[src/rtl/csm_pkg.sv]
`timescale 1ns/1ps
// Package csm_pkg
// Shared types for the carry-save array multiplier. The cell result pairs
// the carry (one weight up) with the sum (same weight).
package csm_pkg;

    typedef struct packed {
        logic carry;
        logic sum;
    } csm_cell_out_t;

endpackage

[src/rtl/csm_half_add.sv]
`timescale 1ns/1ps
// Module csm_half_add
// Two-input adder cell: sum and carry of two equal-weight bits.
// Assumes nothing beyond single-bit inputs.
module csm_half_add (
    input  logic                   a_i,
    input  logic                   b_i,
    output csm_pkg::csm_cell_out_t out_o
);

    // Form the sum and the carry bit.
    always_comb begin
        out_o.sum   = a_i ^ b_i;
        out_o.carry = a_i & b_i;
    end

    // The cell output must equal the arithmetic count of set inputs.
    always_comb begin
        a_r1_half_add_count: assert ({out_o.carry, out_o.sum} == ({1'b0, a_i} + {1'b0, b_i}))
            else $error("half adder count mismatch");
    end

endmodule

[src/rtl/csm_full_add.sv]
`timescale 1ns/1ps
// Module csm_full_add
// Three-input adder cell: sum and carry of three equal-weight bits.
// Assumes nothing beyond single-bit inputs.
module csm_full_add (
    input  logic                   a_i,
    input  logic                   b_i,
    input  logic                   c_i,
    output csm_pkg::csm_cell_out_t out_o
);

    // Form the sum by parity and the carry by majority.
    always_comb begin
        out_o.sum   = a_i ^ b_i ^ c_i;
        out_o.carry = (a_i & b_i) | (a_i & c_i) | (b_i & c_i);
    end

    // The cell output must equal the arithmetic count of set inputs.
    always_comb begin
        a_r1_full_add_count: assert ({out_o.carry, out_o.sum}
                                     == ({1'b0, a_i} + {1'b0, b_i} + {1'b0, c_i}))
            else $error("full adder count mismatch");
    end

endmodule

[src/rtl/csm_pp_gen.sv]
`timescale 1ns/1ps
// Module csm_pp_gen
// Partial-product generator: row i, column j is mplier bit i AND mcand
// bit j, with weight i+j. Assumes M >= 2 and N >= 2.
module csm_pp_gen #(
    parameter int M = 8,
    parameter int N = 8
) (
    input  logic [M-1:0]          mcand_i,
    input  logic [N-1:0]          mplier_i,
    output logic [N-1:0][M-1:0]   pp_o
);

    for (genvar i = 0; i < N; i++) begin : pp_row_g
        for (genvar j = 0; j < M; j++) begin : pp_col_g
            assign pp_o[i][j] = mplier_i[i] & mcand_i[j];
        end
    end

endmodule

[src/rtl/csm_adder_row.sv]
`timescale 1ns/1ps
// Module csm_adder_row
// One carry-save row. Cell j adds partial-product bit j of this row, the
// sum bit j+1 from the row above and the carry j from the row above; its
// own carry goes down to the next row rather than sideways. The first row
// (FIRST=1) receives no carries and uses half adders only. The top cell
// of every row has no upper sum input and is a half adder.
// Assumes M >= 2.
module csm_adder_row #(
    parameter int M     = 8,
    parameter bit FIRST = 1'b0
) (
    input  logic [M-1:0] pp_i,
    input  logic [M-1:1] sum_i,
    input  logic [M-1:0] carry_i,
    output logic [M-1:0] sum_o,
    output logic [M-1:0] carry_o
);

    for (genvar j = 0; j < M; j++) begin : cell_g
        csm_pkg::csm_cell_out_t cell_q;
        if (j == M - 1) begin : edge_g
            csm_half_add u_ha (
                .a_i   (pp_i[j]),
                .b_i   (carry_i[j]),
                .out_o (cell_q)
            );
        end else if (FIRST) begin : ha_g
            csm_half_add u_ha (
                .a_i   (pp_i[j]),
                .b_i   (sum_i[j+1]),
                .out_o (cell_q)
            );
        end else begin : fa_g
            csm_full_add u_fa (
                .a_i   (pp_i[j]),
                .b_i   (sum_i[j+1]),
                .c_i   (carry_i[j]),
                .out_o (cell_q)
            );
        end
        assign sum_o[j]   = cell_q.sum;
        assign carry_o[j] = cell_q.carry;
    end

    if (FIRST) begin : first_chk_g
        // The first row must see no saved carries from above.
        always_comb begin
            a_r1_first_row_carry_free: assert (carry_i == '0)
                else $error("first row received carries");
        end
    end

endmodule

[src/rtl/csm_merge_row.sv]
`timescale 1ns/1ps
// Module csm_merge_row
// Vector-merging row: a ripple adder that folds the last sum and carry
// vectors into the upper product bits. Cell 0 is a half adder and the
// others are full adders. Assumes W >= 2.
module csm_merge_row #(
    parameter int W = 8
) (
    input  logic [W-1:0] a_i,
    input  logic [W-1:0] b_i,
    output logic [W-1:0] sum_o,
    output logic         cout_o
);

    for (genvar k = 0; k < W; k++) begin : bit_g
        csm_pkg::csm_cell_out_t cell_q;
        logic                   co;
        if (k == 0) begin : lsb_g
            csm_half_add u_ha (
                .a_i   (a_i[k]),
                .b_i   (b_i[k]),
                .out_o (cell_q)
            );
        end else begin : fa_g
            csm_full_add u_fa (
                .a_i   (a_i[k]),
                .b_i   (b_i[k]),
                .c_i   (bit_g[k-1].co),
                .out_o (cell_q)
            );
        end
        assign sum_o[k] = cell_q.sum;
        assign co       = cell_q.carry;
    end

    assign cout_o = bit_g[W-1].co;

    // The merged result must be the exact sum of both vectors.
    always_comb begin
        a_r2_merge_exact: assert ({cout_o, sum_o} == ({1'b0, a_i} + {1'b0, b_i}))
            else $error("merge row sum mismatch");
    end

endmodule

[src/rtl/csm_array_mult.sv]
`timescale 1ns/1ps
// Module csm_array_mult
// Unsigned carry-save array multiplier, purely combinational. Product bit
// 0 is taken straight from the first partial product. Carry-save rows 1
// to N-1 each retire one low product bit, and a merging row forms bits N
// to M+N-1. Assumes M >= 2 and N >= 2; no clock and no reset.
module csm_array_mult #(
    parameter int M = 8,
    parameter int N = 8
) (
    input  logic [M-1:0]   mcand_i,
    input  logic [N-1:0]   mplier_i,
    output logic [M+N-1:0] product_o
);

    localparam int P = M + N;

    logic [N-1:0][M-1:0] pp;
    logic                merge_cout;

    csm_pp_gen #(.M(M), .N(N)) u_pp (
        .mcand_i  (mcand_i),
        .mplier_i (mplier_i),
        .pp_o     (pp)
    );

    assign product_o[0] = pp[0][0];

    for (genvar r = 1; r < N; r++) begin : row_g
        logic [M-1:0] s_q;
        logic [M-1:0] c_q;
        if (r == 1) begin : top_g
            csm_adder_row #(.M(M), .FIRST(1'b1)) u_row (
                .pp_i    (pp[r]),
                .sum_i   (pp[0][M-1:1]),
                .carry_i ('0),
                .sum_o   (s_q),
                .carry_o (c_q)
            );
        end else begin : inner_g
            csm_adder_row #(.M(M), .FIRST(1'b0)) u_row (
                .pp_i    (pp[r]),
                .sum_i   (row_g[r-1].s_q[M-1:1]),
                .carry_i (row_g[r-1].c_q),
                .sum_o   (s_q),
                .carry_o (c_q)
            );
        end
        assign product_o[r] = s_q[0];
    end

    csm_merge_row #(.W(M)) u_merge (
        .a_i    ({1'b0, row_g[N-1].s_q[M-1:1]}),
        .b_i    (row_g[N-1].c_q),
        .sum_o  (product_o[P-1:N]),
        .cout_o (merge_cout)
    );

    logic [P-1:0] ref_prod;

    // Behavioural product, used only by the checks below.
    always_comb begin
        ref_prod = P'(mcand_i) * P'(mplier_i);
    end

    // Port-level checks of the array against arithmetic.
    always_comb begin
        a_r1_product_exact: assert (product_o == ref_prod)
            else $error("product differs from arithmetic product");
        a_r2_no_overflow: assert (merge_cout == 1'b0)
            else $error("merge row carried beyond product width");
        a_r3_low_bit: assert (product_o[0] == (mcand_i[0] & mplier_i[0]))
            else $error("low product bit wrong");
        if (mcand_i == '0 || mplier_i == '0) begin
            a_r4_zero_operand: assert (product_o == '0)
                else $error("zero operand gave nonzero product");
        end
        if (mplier_i == N'(1)) begin
            a_r5_unit_multiplier: assert (product_o == P'(mcand_i))
                else $error("unit multiplier did not pass multiplicand");
        end
    end

endmodule

[config.mk]
export PLATFORM = sky130hd
export DESIGN_NAME = csm_array_mult
export DESIGN_NICKNAME = d
export VERILOG_FILES = /design/src/rtl/csm_pkg.sv /design/src/rtl/csm_half_add.sv /design/src/rtl/csm_full_add.sv /design/src/rtl/csm_pp_gen.sv /design/src/rtl/csm_adder_row.sv /design/src/rtl/csm_merge_row.sv /design/src/rtl/csm_array_mult.sv
export SDC_FILE = /design/constraint.sdc
export NUM_CORES = 1
export LEC_CHECK = 0
export BUFFER_PORTS_ARGS = -buffer_cell sky130_fd_sc_hd__buf_2
export CORE_AREA = 2 2 62 64
export DETAILED_ROUTE_END_ITERATION = 8
export DIE_AREA = 0 0 64 66
export PLACE_DENSITY = 0.74
export SLEW_MARGIN = 20
export SYNTH_ARGS = -nofsm -noshare
export SYNTH_HDL_FRONTEND = slang
export SYNTH_SLANG_ARGS = --single-unit
[constraint.sdc]
create_clock -name vclk -period 12.9
set_clock_uncertainty 0.1 [all_clocks]
set_input_delay 1.29 -clock vclk [all_inputs]
set_output_delay 1.29 -clock vclk [all_outputs]
set_load 0.05 [all_outputs]
# Word level (Yosys, flattened, before mapping)
# Cells that the tools add are included.
# word_totals
ff_bits	0
out_inout_bits	16
word_cells	416
inputBits	16
# classes
n_bitwise	416
# op_table
op	count
$and 1x1->1	216
$xor 1x1->1	104
$or 1x1->1	96

# Logic depth before layout (Yosys ltp)
# depth
word_depth	39
depth_mapped	20
mapped_depth_nobuf	19

# Cells and area by module
# Synthesis repeated with hierarchy kept, for this count alone.
# unflattened
hier_cells	129
area_unflattened_um2	1572.8
# modules_own_cells
module	instances	area_each_um2	cells_each
csm_full_add	49	20.0	1
csm_pp_gen	1	400.4	64
csm_half_add	15	12.5	1
csm_array_mult	1	3.8	1

# Worst setup path after synthesis
# OpenSTA, ideal clock, no wires.
# synth_path
kind	input-to-output
startpoint	in mplier_i[1]
endpoint	out product_o[14]
n_path_buf	0
t_required_ns	11.510
setup_slack_ns	3.933
stages	19
t_arrival_ns	7.577
cell_sequence	and2_1 -> ha_1 -> inv_1 -> fa_1 -> inv_1 -> fa_1 -> fa_1 -> fa_1 -> fa_1 -> inv_1 -> fa_1 -> inv_1 -> ha_1 -> fa_1 -> fa_1 -> fa_1 -> fa_1 -> fa_1 -> fa_1
# synth_between
elab_chain_cells	37
elab_cells_between_ends	321
cone_classes	321 x bitwise
# synth_rtl
element	line	text
start, declared	csm_array_mult.sv:12	input logic [N-1:0] mplier_i,
$and 1x1->1	csm_pp_gen.sv:16	assign pp_o[i][j] = mplier_i[i] & mcand_i[j];
$xor 1x1->1 or $and 1x1->1 (tied branches)	csm_half_add.sv:13, csm_half_add.sv:14	
$and 1x1->1	csm_full_add.sv:15	out_o.carry = (a_i & b_i) | (a_i & c_i) | (b_i & c_i);
$or 1x1->1 (2 in series)	csm_full_add.sv:15	
$and 1x1->1	csm_full_add.sv:15	
$or 1x1->1 (2 in series)	csm_full_add.sv:15	
$and 1x1->1	csm_full_add.sv:15	
$or 1x1->1 (2 in series)	csm_full_add.sv:15	
[... 14 more ...]	n/a	
$or 1x1->1 (2 in series)	csm_full_add.sv:15	
$and 1x1->1	csm_full_add.sv:15	
$or 1x1->1 (2 in series)	csm_full_add.sv:15	
$and 1x1->1	csm_full_add.sv:15	
$or 1x1->1 (2 in series)	csm_full_add.sv:15	
$and 1x1->1	csm_full_add.sv:15	
$or 1x1->1 (2 in series)	csm_full_add.sv:15	
$xor 1x1->1 *	csm_full_add.sv:14	out_o.sum = a_i ^ b_i ^ c_i;
end, declared	csm_array_mult.sv:13	output logic [M+N-1:0] product_o
# Mark *: on every way between the ends. The rest lies on a longest branch, timed or not.

# Final worst setup path
# Same ends and word-level chain as after synthesis.

==> metrics.txt <==
status finished, final reports clean; unrepaired setup endpoints after global routing no; library cell occupying the most area in the post-synthesis netlist sky130_fd_sc_hd__fa_1; number of max-capacitance violations reported 0; Detailed Place HPWL 2470 um; routed via count 1,079; worst hold margin 2.97 ns; Placer Congestion 0.758; Setup Viol. Count Final 0; Worst slew margin 83.5%; average instance area after synthesis 10.1 sq um; width of the chip 64 um; Pins Over Slew Limit 0; Core ar. 3550 sq um; initial DRC count 20; Die Y-Extent 66 um; leading cell type by number of instances after synthesis sky130_fd_sc_hd__fa_1; Worst Hold Endpoint product_o[0]; area fraction in and, or, nand and nor cells after synthesis 23.0%; top cells by area in the synthesized netlist sky130_fd_sc_hd__fa_1 62%, sky130_fd_sc_hd__and2_1 19%, sky130_fd_sc_hd__inv_1 8.0%; sequential cell area fraction in the yosys report 0%; crit end category output port; Inserted Diodes 0; hold_sp mcand_i[0]; synthesized net count 226; number of top-level pins 32; post-CTS setup buffers 0; total overflow reported by the global router 0; vias in the first global route roughly 1,100; Vias/cell 4.63; die footprint ~4200 sq um; achievable clock frequency 0.109 GHz; maximum number of pins on one net before global-route repair 9; clock buffers 0; CTS Hold Buffers Added 0; Hold Path Depth 3; Unique masters post-synth 6; complex-gate fraction of the synthesized area 0%; iteration count of the initial detailed-routing pass 4; minimum period implied by the final worst setup slack slightly above 9 ns; yosys warns 0; transition time of the tightest slew-check pin 0.250 ns; share of post-route cells with drive strength above 1 17.3%; final hold vios 0; type of the worst min-delay path primary input to output port; arrival time of the worst setup path 7.77 ns; combinational family with the most area after synthesis adder cells; post-layout util 49.6%; sequential cell count 0; Total GRT Usage 14.9%; total DRC errors in the routed layout 0; Detailed Route WL 2600 um; post-CTS resize count 0; Setup Total Neg Slack 0 ns; area of all sequential standard cells 0 sq um; fraction of the mapped netlist area in adder cells roughly two thirds; leading post-synthesis cells by instance count 48 x sky130_fd_sc_hd__fa_1, 46 x sky130_fd_sc_hd__and2_1, 33 x sky130_fd_sc_hd__inv_1; critical path required time roughly 12 ns; # nets final 259; row count 22; Synth Area in XOR/XNOR 0%; area of the mapped netlist 1550 sq um; area share of the largest cell type after synthesis slightly above 60%; antenna violations before repair 0; share of synthesized area spent on multiplexers 0%; area growth from synthesis to layout 13.7%; DR WL/cell ~11 um; Antenna Violating Nets Remaining 0; biggest fanout along the worst timing path 8; period utilisation layout 71.0%; CP Class primary input to output port; number of instances in the synthesized netlist 154; Starting Density around 44%; critical path launch point type primary input; port bufs 32; global-route wire length before repair 5110 um
==> critical path, stage by stage <==
cell                     delay, ns
sky130_fd_sc_hd__buf_2        0.14
sky130_fd_sc_hd__and2_1       0.17
sky130_fd_sc_hd__ha_1         0.27
sky130_fd_sc_hd__inv_1        0.05
sky130_fd_sc_hd__fa_1         0.50
sky130_fd_sc_hd__inv_1        0.05
sky130_fd_sc_hd__fa_1         0.53
sky130_fd_sc_hd__fa_1         0.44
sky130_fd_sc_hd__fa_1         0.41
sky130_fd_sc_hd__fa_1         0.49
sky130_fd_sc_hd__inv_1        0.05
sky130_fd_sc_hd__fa_1         0.49
sky130_fd_sc_hd__inv_1        0.04
sky130_fd_sc_hd__ha_1         0.19
sky130_fd_sc_hd__fa_1         0.37
sky130_fd_sc_hd__fa_1         0.39
sky130_fd_sc_hd__fa_1         0.38
sky130_fd_sc_hd__fa_1         0.38
sky130_fd_sc_hd__fa_1         0.38
sky130_fd_sc_hd__fa_1         0.49
sky130_fd_sc_hd__buf_2        0.26
==> through the flow <==
| step | worst slack [ns] | instances | instance area [sq um] |
|---|---|---|---|
| 5_1_grt | 3.49 | 233 | 1760 |
| 6_report | 3.74 | 233 | 1760 |
| 2_1_floorplan | 3.93 | 154 | 1550 |
| 4_1_cts | 3.68 | 233 | 1760 |
| 3_5_place_dp | 3.68 | 233 | 1760 |
| 3_3_place_gp | 3.75 | 233 | 1760 |
==> worst max path at each step <==
stage,from,end,slack (ns),depth (start not counted)
floorplan,mplier_i[1],product_o[14],3.93,19
global placement,mplier_i[1],product_o[14],3.75,21
detailed placement,mplier_i[1],product_o[14],3.68,21
CTS,mplier_i[1],product_o[14],3.68,21
global route,mplier_i[1],product_o[14],3.49,21
finish,mplier_i[1],product_o[14],3.74,21
==> logic make-up after synthesis <==
family | Yosys count
simple gates | 64
fa+ha+maj | 56
buf+inv | 34
==> placed cells by master, fill, tap and decap left out <==
master / synthesis / final
sky130_fd_sc_hd__fa_1: 48 / 48
sky130_fd_sc_hd__inv_1: 33 / 33
sky130_fd_sc_hd__nand2_1: 18 / 18
sky130_fd_sc_hd__and2_1: 46 / 46
sky130_fd_sc_hd__buf_2: 0 / 32
sky130_fd_sc_hd__ha_1: 8 / 8
==> layer usage <==
metal	routed length (um)	track usage, %
met5	0	0
met4	17	0.815
met3	97	0.511
met2	1390	28.9
met1	1090	19.2
==> layout make-up <==
cell class | count | area (sq um)
multi-input combinational | 120 | 1420
fill | 356 | 1790
timing repair buffer | 32 | 160
tap | 48 | 60.1
inverter | 33 | 124
Power is not shown: default switching activity piles up to over one toggle a cycle in this logic, so the estimate is an artifact.
